[config.mk]
export PLATFORM = sky130hd
export DESIGN_NAME = smag_addsub
export DESIGN_NICKNAME = d
export VERILOG_FILES = /design/src/rtl/smas_pkg.sv /design/src/rtl/smas_bit_adder.sv /design/src/rtl/smas_ripple.sv /design/src/rtl/smas_sign_fix.sv /design/src/rtl/smag_addsub.sv
export SDC_FILE = /design/constraint.sdc
export NUM_CORES = 1
export LEC_CHECK = 0
export ABC_AREA = 1
export BUFFER_PORTS_ARGS = -buffer_cell sky130_fd_sc_hd__buf_2
export CAP_MARGIN = 25
export CORE_MARGIN = 2
export CORE_UTILIZATION = 45
export CTS_BUF_LIST = sky130_fd_sc_hd__clkbuf_16
export CTS_CLUSTER_SIZE = 14
export DETAILED_ROUTE_END_ITERATION = 10
export GPL_TIMING_DRIVEN = 0
export HOLD_SLACK_MARGIN = 0.1
export PLACE_DENSITY_LB_ADDON = 0.05
export SLEW_MARGIN = 20
export SYNTH_ARGS = -nofsm -noshare
export SYNTH_HDL_FRONTEND = slang
export SYNTH_SLANG_ARGS = --single-unit
[constraint.sdc]
create_clock -name clk -period 3.79 [get_ports clk]
set_clock_uncertainty 0.2 [all_clocks]
set_input_delay 0.758 -clock clk [delete_from_list [all_inputs] [get_ports clk]]
set_output_delay 0.758 -clock clk [all_outputs]
set_load 0.02 [all_outputs]
[src/rtl/smas_pkg.sv]
package smas_pkg;

  typedef enum logic [1:0] {
    ST_IDLE    = 2'd0,
    ST_COMPUTE = 2'd1,
    ST_CORRECT = 2'd2
  } smas_state_t;

  // High when the magnitudes must be subtracted rather than added.
  function automatic logic eff_subtract(input logic mode,
                                        input logic sign_a,
                                        input logic sign_b);
    return mode ^ sign_a ^ sign_b;
  endfunction

endpackage

[src/rtl/smas_bit_adder.sv]
module smas_bit_adder (
  input  logic x,
  input  logic y,
  input  logic ci,
  output logic s,
  output logic co
);

  assign s  = x ^ y ^ ci;
  assign co = (x & y) | (x & ci) | (y & ci);

endmodule

[src/rtl/smas_ripple.sv]
module smas_ripple #(
  parameter int W = 4
) (
  input  logic [W-1:0] op_a,
  input  logic [W-1:0] op_b,
  input  logic         inv,
  output logic [W-1:0] sum,
  output logic         cout
);

  logic [W:0]   carry;
  logic [W-1:0] b_eff;

  // The inversion control also serves as the carry into the low bit.
  assign carry[0] = inv;

  for (genvar i = 0; i < W; i++) begin : g_bit
    assign b_eff[i] = op_b[i] ^ inv;
    smas_bit_adder u_fa (
      .x  (op_a[i]),
      .y  (b_eff[i]),
      .ci (carry[i]),
      .s  (sum[i]),
      .co (carry[i+1])
    );
  end

  assign cout = carry[W];

  always_comb begin
    AST_RIPPLE_MATCH: assert ({cout, sum} ==
        ({1'b0, op_a} + {1'b0, (op_b ^ {W{inv}})} + {{W{1'b0}}, inv}))
      else $error("ripple chain disagrees with arithmetic sum");
  end

endmodule

[src/rtl/smas_sign_fix.sv]
module smas_sign_fix (
  input  logic sub_path,
  input  logic carry_q,
  input  logic mag_zero,
  input  logic sign_q,
  output logic recomp,
  output logic sign_next
);

  always_comb begin
    recomp    = 1'b0;
    sign_next = sign_q;
    if (sub_path) begin
      if (!carry_q) begin
        // Intermediate result came out negative: recomplement, flip sign.
        recomp    = 1'b1;
        sign_next = ~sign_q;
      end else if (mag_zero) begin
        sign_next = 1'b0;
      end
    end
  end

endmodule

[src/rtl/smag_addsub.sv]
module smag_addsub
  import smas_pkg::*;
#(
  parameter int MAG_W = 4
) (
  input  logic             clk,
  input  logic             rst,
  input  logic             start,
  input  logic             mode,
  input  logic [MAG_W-1:0] a_mag,
  input  logic             a_sign,
  input  logic [MAG_W-1:0] b_mag,
  input  logic             b_sign,
  output logic [MAG_W-1:0] acc_mag,
  output logic             acc_sign,
  output logic             ovf,
  output logic             done
);

  localparam logic [MAG_W-1:0] MAG_ZERO = '0;

  smas_state_t      state_q;
  logic [MAG_W-1:0] acc_q, b_q;
  logic             acc_s_q, sub_q, e_q, avf_q, done_q;

  logic [MAG_W-1:0] add_a, add_b, add_sum;
  logic             add_inv, add_cout;
  logic             recomp, sign_next;

  // One adder serves both steps: A +/- B in compute, 0 - A in correct.
  always_comb begin
    if (state_q == ST_CORRECT) begin
      add_a   = MAG_ZERO;
      add_b   = acc_q;
      add_inv = 1'b1;
    end else begin
      add_a   = acc_q;
      add_b   = b_q;
      add_inv = sub_q;
    end
  end

  smas_ripple #(.W(MAG_W)) u_add (
    .op_a (add_a),
    .op_b (add_b),
    .inv  (add_inv),
    .sum  (add_sum),
    .cout (add_cout)
  );

  smas_sign_fix u_sign (
    .sub_path  (sub_q),
    .carry_q   (e_q),
    .mag_zero  (acc_q == MAG_ZERO),
    .sign_q    (acc_s_q),
    .recomp    (recomp),
    .sign_next (sign_next)
  );

  always_ff @(posedge clk) begin
    if (rst) begin
      state_q <= ST_IDLE;
      acc_q   <= '0;
      b_q     <= '0;
      acc_s_q <= 1'b0;
      sub_q   <= 1'b0;
      e_q     <= 1'b0;
      avf_q   <= 1'b0;
      done_q  <= 1'b0;
    end else begin
      done_q <= 1'b0;
      case (state_q)
        ST_IDLE: begin
          if (start) begin
            acc_q   <= a_mag;
            acc_s_q <= a_sign;
            b_q     <= b_mag;
            sub_q   <= eff_subtract(mode, a_sign, b_sign);
            state_q <= ST_COMPUTE;
          end
        end
        ST_COMPUTE: begin
          acc_q   <= add_sum;
          e_q     <= add_cout;
          avf_q   <= sub_q ? 1'b0 : add_cout;
          state_q <= ST_CORRECT;
        end
        ST_CORRECT: begin
          if (recomp) acc_q <= add_sum;
          acc_s_q <= sign_next;
          done_q  <= 1'b1;
          state_q <= ST_IDLE;
        end
        default: state_q <= ST_IDLE;
      endcase
    end
  end

  assign acc_mag  = acc_q;
  assign acc_sign = acc_s_q;
  assign ovf      = avf_q;
  assign done     = done_q;

  AST_RESET_CLEARS: assert property (@(posedge clk)
    rst |=> (acc_mag == MAG_ZERO && !acc_sign && !ovf && !done));

  AST_DONE_PULSE: assert property (@(posedge clk) disable iff (rst)
    done |=> !done);

  AST_CORRECT_THEN_DONE: assert property (@(posedge clk) disable iff (rst)
    (state_q == ST_CORRECT) |=> (done && state_q == ST_IDLE));

  AST_BUSY_NO_RESTART: assert property (@(posedge clk) disable iff (rst)
    (state_q == ST_COMPUTE) |=> (state_q == ST_CORRECT));

  AST_SUB_NO_OVERFLOW: assert property (@(posedge clk) disable iff (rst)
    (done && sub_q) |-> !ovf);

  AST_NO_NEG_ZERO: assert property (@(posedge clk) disable iff (rst)
    (done && sub_q && acc_mag == MAG_ZERO) |-> !acc_sign);

  AST_ADD_KEEPS_RESULT: assert property (@(posedge clk) disable iff (rst)
    (state_q == ST_CORRECT && !sub_q) |=> ($stable(acc_sign) && $stable(acc_mag)));

  AST_IDLE_HOLD: assert property (@(posedge clk) disable iff (rst)
    (state_q == ST_IDLE && !start) |=>
      ($stable(acc_mag) && $stable(acc_sign) && $stable(ovf)));

endmodule

## Word-level counts from Yosys, hierarchy flattened

Cells that the tools add are included.

| operators by class | value |
|---|---|
| eq/ne operators | 6 |
| muxes and demuxes | 17 |
| bitwise logic cells | 35 |
| reduce and logical (&&, ||, !) cells | 7 |

Operator list:

| operator | count |
|---|---|
| two-way mux 4 bit | 4 |
| bitwise XOR 1 bit | 14 |
| AND 1 bit | 12 |
| case mux 4 bit (3 select lines) | 1 |
| two-way mux 1 bit | 9 |
| OR 1 bit | 8 |
| inequality test 2 bit (second input constant) | 3 |
| zero test 4 bit | 1 |
| case mux 2 bit (2 select lines) | 1 |
| AND reduction 4 bit | 1 |
| inequality test 3 x 2 -> 1 bit (second input constant) | 1 |
| AND reduction 3 bit | 1 |
| nonzero test 3 bit | 1 |
| equality test 2 x 1 -> 1 bit (second input constant) | 1 |
| equality test 2 bit (second input constant) | 1 |
| zero test 2 bit | 1 |
| two-way mux 2 bit | 1 |
| case mux 1 bit (2 select lines) | 1 |
| AND reduction 2 bit | 1 |
| nonzero test 2 bit | 1 |
| NOT 1 bit | 1 |

| word-level totals | value |
|---|---|
| register bits after elaboration | 15 |
| output and inout port bits | 7 |
| logic and storage cells | 73 |

## Logic depth before layout (Yosys ltp)

Gate-level depths: netlist of run 1.

| depth | value |
|---|---|
| depth after elaboration | 16 |
| depth in mapped cells | 16 |

## By module

From an unflattened synthesis of run 1, not the netlist that was laid out.

| second synthesis, totals | value |
|---|---|
| cells, all modules | 158 |
| area total of the unflattened synthesis | 1,034.7 um2 |

By module, submodules not included:

| module | times used | cells an instance | area an instance (um2) | sequential area each (um2) |
|---|---|---|---|---|
| smag_addsub | 1 | 125 | 845.8 | 300.3 |
| smas_bit_adder | 4 | 1 | 20.0 | 0.0 |
| smas_ripple | 1 | 17 | 63.8 | 0.0 |
| smas_sign_fix | 1 | 12 | 45.0 | 0.0 |

## Worst setup path after synthesis of run 1

Ideal clock, no wire load.

| timing path | value |
|---|---|
| path type | register -> register |
| from | reg state_q[0] |
| to | reg acc_q[3] (netlist: acc_mag[3]) |
| arrival | 2,355 ps |
| required time | 3,477 ps |
| path slack | 1,122 ps |
| stages on the path, launching flop included | 16 |
| buffers on the path | 1 |
| clock period less this slack | 2,668 ps |
| path through | dfxtp_1 inv_1 ha_1 buf_6 inv_2 nand2_1 a21oi_1 fa_1 inv_1 fa_1 inv_1 fa_1 nand2_1 nand2_1 nor2_1 nor2_1 |

| between the ends | value |
|---|---|
| longest elaborated chain between the ends | 15 |
| elaborated cells on any way between the ends | 33 |
| those cells by class | eq/ne (4); mux (5); bitwise (21); reduce/logical (3) |

Ends and longest elaborated chain:

| what | RTL line | source |
|---|---|---|
| start: declaration | smag_addsub.sv:22 | `smas_state_t state_q;` |
| start signal: assignment | smag_addsub.sv:62 | `state_q <= ST_IDLE;` |
| start signal: assignment | smag_addsub.sv:79 | `state_q <= ST_COMPUTE;` |
| start signal: assignment | smag_addsub.sv:86 | `state_q <= ST_CORRECT;` |
| equality test 2 bit | smag_addsub.sv:32, smag_addsub.sv:72 |  |
| two-way mux 4 bit / two-way mux 1 bit (equally long branches) | smag_addsub.sv:32 | `if (state_q == ST_CORRECT) begin` |
| bitwise XOR 1 bit | smas_ripple.sv:18 | `assign b_eff[i] = op_b[i] ^ inv;` |
| AND 1 bit | smas_bit_adder.sv:10 | `assign co = (x & y) \| (x & ci) \| (y & ci);` |
| OR 1 bit (2 in a row) | smas_bit_adder.sv:10 |  |
| AND 1 bit | smas_bit_adder.sv:10 |  |
| OR 1 bit (2 in a row) | smas_bit_adder.sv:10 |  |
| AND 1 bit | smas_bit_adder.sv:10 |  |
| OR 1 bit (2 in a row) | smas_bit_adder.sv:10 |  |
| bitwise XOR 1 bit | smas_bit_adder.sv:9 | `assign s = x ^ y ^ ci;` |
| two-way mux 4 bit | smag_addsub.sv:89 | `if (recomp) acc_q <= add_sum;` |
| case mux 4 bit (3 select lines) | smag_addsub.sv:72 | `case (state_q)` |
| end signal: assignment | smag_addsub.sv:75 | `acc_q <= a_mag;` |
| end signal: assignment | smag_addsub.sv:83 | `acc_q <= add_sum;` |
| end signal: assignment | smag_addsub.sv:89 |  |
| end: declaration | smag_addsub.sv:23 | `logic [MAG_W-1:0] acc_q, b_q;` |

Parallel ways exist; a longest one is shown, timed or not. The select of a mux whose other input is x is not followed.
A chain may end at the register's enable or synchronous reset.

## Final worst setup path of run 1

Same ends and word-level chain as after synthesis.

==> results of run 1 <==
flip-flops by register name, summed over array words and instances (netlist names):
| signal | cells |
|---|---|
| done | 1 |
| e_q | 1 |
| sub_q | 1 |
| b_q | 4 |
| acc_sign | 1 |
| state_q | 2 |
| acc_mag | 4 |
| ovf | 1 |
worst register-to-register path, delay by kind of cell (launching register included):
family                   cells  cell delay [ps]
flip-flops                   1              400
buffers and inverters        5              500
AO/OA/AOI/OAI                1              180
adder cells (fa/ha/maj)      4             1160
AND/OR/NAND/NOR              5              340
cells in the final DEF, fill, tap and decap left out, drive strengths merged:
cell type / netlist / routed
dfxtp: 15 / 15
a21oi: 9 / 9
or2: 1 / 1
nand3: 6 / 6
nand2: 36 / 36
clkbuf: 0 / 3
fa: 3 / 3
nor2: 26 / 26
ha: 5 / 5
inv: 21 / 22
xor2: 2 / 2
buf: 1 / 21
nor3: 1 / 1
xnor2: 2 / 2
o21ai: 11 / 11
how the worst max path moves through the flow:
stage	start	endpoint	slack [ps]	depth (start not counted)
global placement	state_q[0]	acc_mag[3]	960	15
finish	state_q[0]	acc_mag[3]	890	15
CTS	state_q[0]	acc_mag[3]	890	15
global route	state_q[0]	acc_mag[3]	630	16
floorplan	state_q[0]	acc_mag[3]	1120	15
detailed placement	state_q[0]	acc_mag[3]	900	15
layout make-up:
| type | count | area (um2) | area share |
|---|---|---|---|
| multi-input cells | 102 | 568 | 0.485 |
| well taps | 27 | 33.8 | 0.0288 |
| clock inverters | 1 | 3.75 | 0.00321 |
| repair buffers | 20 | 100 | 0.0855 |
| clock buffers | 3 | 75.1 | 0.0641 |
| plain buffers | 1 | 11.3 | 0.00962 |
| flip-flops and latches | 15 | 300 | 0.256 |
| inverters | 21 | 78.8 | 0.0673 |
logic make-up (layout without fill, tap and decap cells):
kind of cell             after synthesis  count (layout)  share of synthesized area
XOR/XNOR                               4               4                     0.0366
AND/OR/NAND/NOR                       70              70                      0.324
AO/OA/AOI/OAI                         20              20                      0.104
adder cells (fa/ha/maj)                8               8                      0.128
buffers and inverters                 22              46                     0.0940
flip-flops                            15              15                      0.313
per-layer routing:
layer | vias up | GRT usage | part of all wire
li1 | 475 | - | -
met1 | 367 | 0.237 | 0.48
met3 | 2 | 0.0268 | 0.029
met5 | - | 0 | 0
met2 | 11 | 0.276 | 0.49
met4 | 0 | 0.0556 | 0.0027
report_power, final:
part | internal (uW) | switching (uW) | total (uW)
Clock | 140 | 63.1 | 203
Sequential | 175 | 17.1 | 193
Combinational | 61.5 | 92.3 | 154
Total | 377 | 172 | 549
stage by stage:
stage / std cells / setup slack [ps] / area (um2) / total power (uW) / hold slack, ps
finish: 190 / 894 / 1170 / 549 / 259
global route: 190 / 631 / 1170 / 589 / 289
CTS: 190 / 889 / 1170 / 555 / 265
detailed placement: 186 / 903 / 1090 / 351 / 258
global placement: 186 / 961 / 1090 / 347 / 256
floorplan: 139 / 1120 / 958 / 311 / 233
==> results.txt, run 1 <==
The run finished with clean final reports. The total die area came out at 2520 um2. For this block, the initial DRC count from the detailed router was 11. From bottom edge to top edge, the die measures 50.2 um.

The core outline area is roughly 2000 um2. The area of the mapped netlist came out at between 900 and 1000 um2. The share of the yosys chip area belonging to registers came out at 0.313. The reg-to-reg endpoint is acc_mag[3]. Traced cell by cell, the critical path runs through inv_1, ha_1, buf_6, inv_2, nand2_1, a21oi_1, fa_1, inv_1, fa_1, inv_1, fa_1, nand2_1, nand2_1, nor2_1, nor2_1. The DRC violation count after routing came out at 0. The first-pass iteration count of the detailed router came out at 4. The worst setup path is of the reg -> reg kind.

The number of cells traversed by the worst hold path came out at 2. Sorting the synthesized cells by area gives the leading types as sky130_fd_sc_hd__dfxtp_1 (31%), sky130_fd_sc_hd__nand2_1 (13%), sky130_fd_sc_hd__nor2_1 (9.4%). The routed wire length is ~1800 um. The worst register-to-register path has a depth of 15. TritonCTS built the clock tree. Among all cell types in the netlist, the one instantiated most often is sky130_fd_sc_hd__nand2_1.

Of the cells placed in the final design, the portion with a size suffix greater than 1 is 0.202. The total number of placement rows came out at 16. The global-route wire length before repair is between 3000 and 4000 um. For this configuration, the core starts out at a cell density of 0.484. In this run the number of H-tree levels came out at 1. The worst register-to-register path begins at state_q[0].

Clock tree synthesis selected as its root buffer the cell sky130_fd_sc_hd__clkbuf_16. The worst pin sits at a relative slew slack of 0.815. The per-cell routed wire length is 9.69 um. Synthesis produced 139 cells. The congestion estimate from routability-driven global placement came to 0.862. The number of endpoints with negative hold slack in the final report came out at 0. For this run, the slowest stage of the critical path takes approximately 400 ps. On the critical path the largest part of the delay comes from adder cells. Setup violations remaining at the end of the flow were counted as 0. Of the post-synthesis cell area, the dominant cell type holds 0.313. The detail route stage leaves a number of antenna-violating nets equal to 0.

The period utilization came out at 0.764. The number of distinct library cells after synthesis came out at 20. The routed layout has 855 vias. After routing, the total negative slack on setup checks comes to 0 ps. In the routed layout, each cell is associated on average with a via count of 4.50. The shortest period the worst path allows is 2900 ps. Dividing total power by cell area gives a power density of around 470 nW/um2. Counting instances in the post-synthesis netlist gives the leading cell types as sky130_fd_sc_hd__nand2_1 (33), sky130_fd_sc_hd__nor2_1 (24), sky130_fd_sc_hd__inv_1 (18), sky130_fd_sc_hd__dfxtp_1 (15), sky130_fd_sc_hd__a21oi_1 (9). The post-synthesis to final-layout area growth is 22.2%. The number of buffers and inverters on the critical path is 5.

The highest-delay cell along the critical path is sky130_fd_sc_hd__dfxtp_1. The average instance in the mapped netlist occupies 6.90 um2. The maximum fanout encountered on the critical timing path is 10. In this run the most critical hold path is launched from ovf. The post-cts sizing count came out at 0.

The CTS buffer count is 3. The maximum root-to-sink buffer count is 2. The largest voltage drop on the vdd net is approximately 0.25 mV.

The worst path arrival time is 2840 ps. STA classifies the critical path endpoint as a flop. The final number of max-transition violations is 0.

The worst min-delay path category is reg -> reg. For this run, the post-layout net count is 186. The number of nets in the synthesized netlist is 161. The diode insertion count for antenna repair is 0. Setup slack on the worst reg-to-reg path comes out at 890 ps. The synthesized design spends more area on one cell type than any other, namely sky130_fd_sc_hd__dfxtp_1.

The tool flagged a number of max-cap violations equal to 0. For this run, asynchronously set or reset flops after synthesis account for 0. The overall fraction of global-route tracks in use came out at 0.172. For the worst setup path, the data required time is approximately 3700 ps. The initial antenna violation count came out at 0. The total of warnings raised by yosys is 0. The most common flop cell mapped by yosys is sky130_fd_sc_hd__dfxtp_1. The detailed-placement wirelength estimate is ~1500 um. After filler insertion, the fill cell instance count of the layout stands at 206.

The pin slew with the least headroom to its limit came out at approximately 280 ps. The end point of the most critical hold path is ovf. The number of hold buffers added after CTS came out at 0.

The total I/O pin count is 21. STA classifies the critical path startpoint as a flop. The highest attainable clock frequency came out at 0.345 GHz. The cell leakage power is 0.000613 uW.

The clock sink count came out at 15. After clock tree synthesis, the setup repair step added 0 buffers. The via count of the first global-routing pass came out at 786.

The count of flip-flops with a built-in enable after synthesis is 0. Clock-pin slew was measured on the worst setup and hold paths at 50 ps. Setup repair after global routing left no endpoint under its margin. The remaining global-route overflow came out at 0. The count of port buffers added during placement came out at 20.

The die is 50.2 um wide. The final design utilization came out at 0.591. The clock network latency to the later pin of the worst-skew pair is 240 ps. The pin count of the biggest net entering global routing is 11. The total of flip-flops plus latches after synthesis is 15.
Note: power is estimated with default switching activity, not from simulation.
==> run 2: changes to the inputs <==
==> constraint.sdc (replaced) <==
create_clock -name clk -period 2.45 [get_ports clk]
set_clock_uncertainty 0.2 [all_clocks]
set_input_delay 0.49 -clock clk [delete_from_list [all_inputs] [get_ports clk]]
set_output_delay 0.49 -clock clk [all_outputs]
set_load 0.02 [all_outputs]
==> run 2 against run 1 <==
Final area increased by 17%. The flow now finishes with violations (negative setup slack). Critical path type unchanged. Highest routed layer unchanged. Global-route usage rose by 2.3 points. Hold slack better by 4.6 ps. Sequential power up 56%. Combinational power up 120%. Worst setup slack worse by 960 ps. Die area unchanged. Via count grew 11%. Flip-flop and latch count is the same. Wire length is 25% higher. Largest power group is now combinational logic.
==> results.txt, run 2 (synthesis gave the netlist of run 1 again) <==
The area after detailed placement was 1100 um2 (was 1090 um2). The remaining global-route overflow is 0 (unchanged). The buffer cell driving the clock tree root is sky130_fd_sc_hd__clkbuf_16 (unchanged). The maximum root-to-sink buffer count is 2 (unchanged).

The CTS buffer count came out at 3 (unchanged). The multi-input gate area in the final layout was 627 um2 (was 568 um2). The per-cell routed wire length is 11.1 um (was 9.69 um). The routed wire length was 2300 um (was 1840 um). The final critical-path setup slack came out at -70.3 ps (was 894 ps). The worst slew margin relative to its limit came out at 0.813 (was 0.815). CP Cell Sequence: inv_4, ha_4, inv_8, nand2_4, nand2_4, buf_4, buf_6, buf_4, buf_4, buf_4, buf_4, buf_4, buf_4, buf_4, buf_4, nand3_2, nand2_1, nor2_1, nor2_1 (was inv_1, ha_1, buf_6, inv_2, nand2_1, a21oi_1, fa_1, inv_1, fa_1, inv_1, fa_1, nand2_1, nand2_1, nor2_1, nor2_1). The ratio of routed vias to standard cells came out at 4.60 (was 4.50). The overall power consumption came to 957 uW (was 549 uW). The area of all placed cells without fillers came out at 1380 um2 (was 1170 um2). The shortest period the worst path allows came out at 2520 ps (was 2900 ps). Most frequent cells in the layout: sky130_fd_sc_hd__nand2_1 (31), sky130_fd_sc_hd__nor2_1 (23), sky130_fd_sc_hd__buf_2 (20) (was sky130_fd_sc_hd__nand2_1 (33), sky130_fd_sc_hd__nor2_1 (24), sky130_fd_sc_hd__buf_2 (20)). The core outline area was 1980 um2 (unchanged).

The most common cell after layout, fill and taps aside is sky130_fd_sc_hd__nand2_1 (unchanged). The number of cells traversed by the worst hold path is 2 (unchanged). Status: complete, but fails checks (was finished, final reports clean).

The power per cell area was 696 nW/um2 (was 469 nW/um2). The number of setup violations in the final report was 2 (was 0). The maximum fanout encountered on the critical timing path is 6 (was 10).

The type of origin of the critical path is a flop (unchanged). The final weighted congestion of routability-driven global placement came out at 0.812 (was 0.862). The period utilization came out at 1.03 (was 0.764). The total die area is 2520 um2 (unchanged). The number of hold buffers added after CTS came out at 0 (unchanged). The total I/O pin count is 21 (unchanged). The highest-delay cell along the critical path was sky130_fd_sc_hd__dfxtp_4 (was sky130_fd_sc_hd__dfxtp_1).

The first-pass iteration count of the detailed router came out at 4 (unchanged). The largest voltage drop on the vdd net came out at 0.557 mV (was 0.252 mV). The nature of the critical path endpoint is a flop (unchanged). The required arrival time at the worst endpoint came to 2390 ps (was 3730 ps). The clock network latency to the later pin of the worst-skew pair came out at 250 ps (was 240 ps).

The cell leakage power was 0.000704 uW (was 0.000613 uW). The DRC violation count after routing is 0 (unchanged). The H-tree depth reported by CTS came out at 1 (unchanged). The checks that failed: negative setup slack. The diode insertion count for antenna repair came out at 0 (unchanged). The final number of max-transition violations is 0 (unchanged). The type of the worst setup path is reg -> reg (unchanged).

The clock transition time at the flip-flop clock pins of the worst setup and hold paths came out at 50 ps (about the same). The most prevalent standard cell on the critical path is sky130_fd_sc_hd__buf_4. The worst min-delay path category is in -> reg (was reg -> reg). The detailed router's first-iteration violation count was 13 (was 11). The clock sink count was 15 (unchanged). The global-route wire length before repair came to 3630 um (was 3350 um). The via count of the first global-routing pass came out at 832 (was 786). The path depth of the worst reg2reg path was 19 (was 15). The total number of placement rows is 16 (unchanged). The final total negative setup slack came out at -121 ps (was 0 ps). The routed via count is 952 (was 855). The overall fraction of global-route tracks in use is 0.196 (was 0.172). The detailed-placement wirelength estimate was 1440 um (was 1500 um). The worst path arrival time was 2460 ps (was 2840 ps). The highest attainable clock frequency was 0.397 GHz (was 0.345 GHz).

The CTS tree is yes (unchanged). The post-synthesis to final-layout area growth came out at 43.5% (was 22.2%). The max-capacitance violation count is 0 (unchanged).

The initial antenna violation count came to 0 (unchanged). The starting utilization of the core area was 0.484 (unchanged). The final-stage net count is 203 (was 186). The fraction of layout cells with a size suffix above 1 was 0.356 (was 0.202).

The die span in y came out at 50.2 um (unchanged). The sequential cell area is 308 um2 (was 300 um2). The highest cell delay on the worst timing path is 350 ps (was 400 ps). Unrepaired setup endpoints after global routing: true (was false). The final instance count without filler cells came out at 207 (was 190). The remaining number of nets flagged by the antenna check after routing is 0 (unchanged). The number of cells after detailed placement is 186 (unchanged). The pin slew with the least headroom to its limit is 281 ps (was 277 ps). The number of filler cells placed in the layout was 161 (was 206). The pin count of the biggest net entering global routing came out at 11 (unchanged).

The number of endpoints with negative hold slack in the final report is 0 (unchanged). The count of port buffers added during placement came out at 20 (unchanged). The die span in x came out at 50.2 um (unchanged).
run 2: cell types whose count changed in the layout (fill, tap and decap cells not counted), sizes merged:
cell / delta
buf: +17
run 2: area by class of cell:
| class | instances | share of cell area |
|---|---|---|
| Tap cell | 27 | 0.0246 |
| Multi-Input combinational cell | 102 | 0.456 |
| Timing Repair Buffer | 38 | 0.174 |
| Clock inverter | 1 | 0.00273 |
| Sequential cell | 15 | 0.224 |
| Inverter | 21 | 0.0646 |
| Clock buffer | 3 | 0.0546 |
run 2: timing repair:
item | 4_1_cts | 5_1_grt
endpoints found under the setup margin | 4 | 5
buffers inserted | 17 | 2
gates resized for setup | 15 | 7
pin swaps | 9 | 7
hold endpoints to repair | 0 | 0
run 2: final timing paths:
check / end / slack (ps) / from
worst max register to register: acc_mag[0] / -70 / state_q[0]
worst min register to register: e_q / 260 / e_q
worst min-delay path: state_q[1] / 260 / rst
worst max-delay path: acc_mag[0] / -70 / state_q[0]
run 2: layer usage:
metal	track usage	vias up	routed length [um]
met4	0.0833	0	33
met5	0	-	0
met2	0.325	24	1110
met1	0.248	413	1080
met3	0.0357	4	81
li1	-	511	-
run 2: report_power, final:
group          internal (uW)  switching (uW)
Sequential               271            29.7
Combinational            160             181
Clock                    216            98.2
run 2: worst max-delay path, delay by kind of cell (launching register included):
family        cells  cell delay [ps]
fa+ha+maj         1              190
buf+inv          12             1300
flops             1              350
simple gates      6              360
run 2: per-stage QoR:
| step | utilization | hold WS (ps) | setup slack, ps |
|---|---|---|---|
| floorplan | - | 233 | -90.0 |
| global placement | 0.557 | 254 | -223 |
| detailed placement | 0.557 | 260 | -239 |
| CTS | 0.682 | 264 | -124 |
| global route | 0.694 | 298 | -185 |
| finish | 0.694 | 263 | -70.3 |
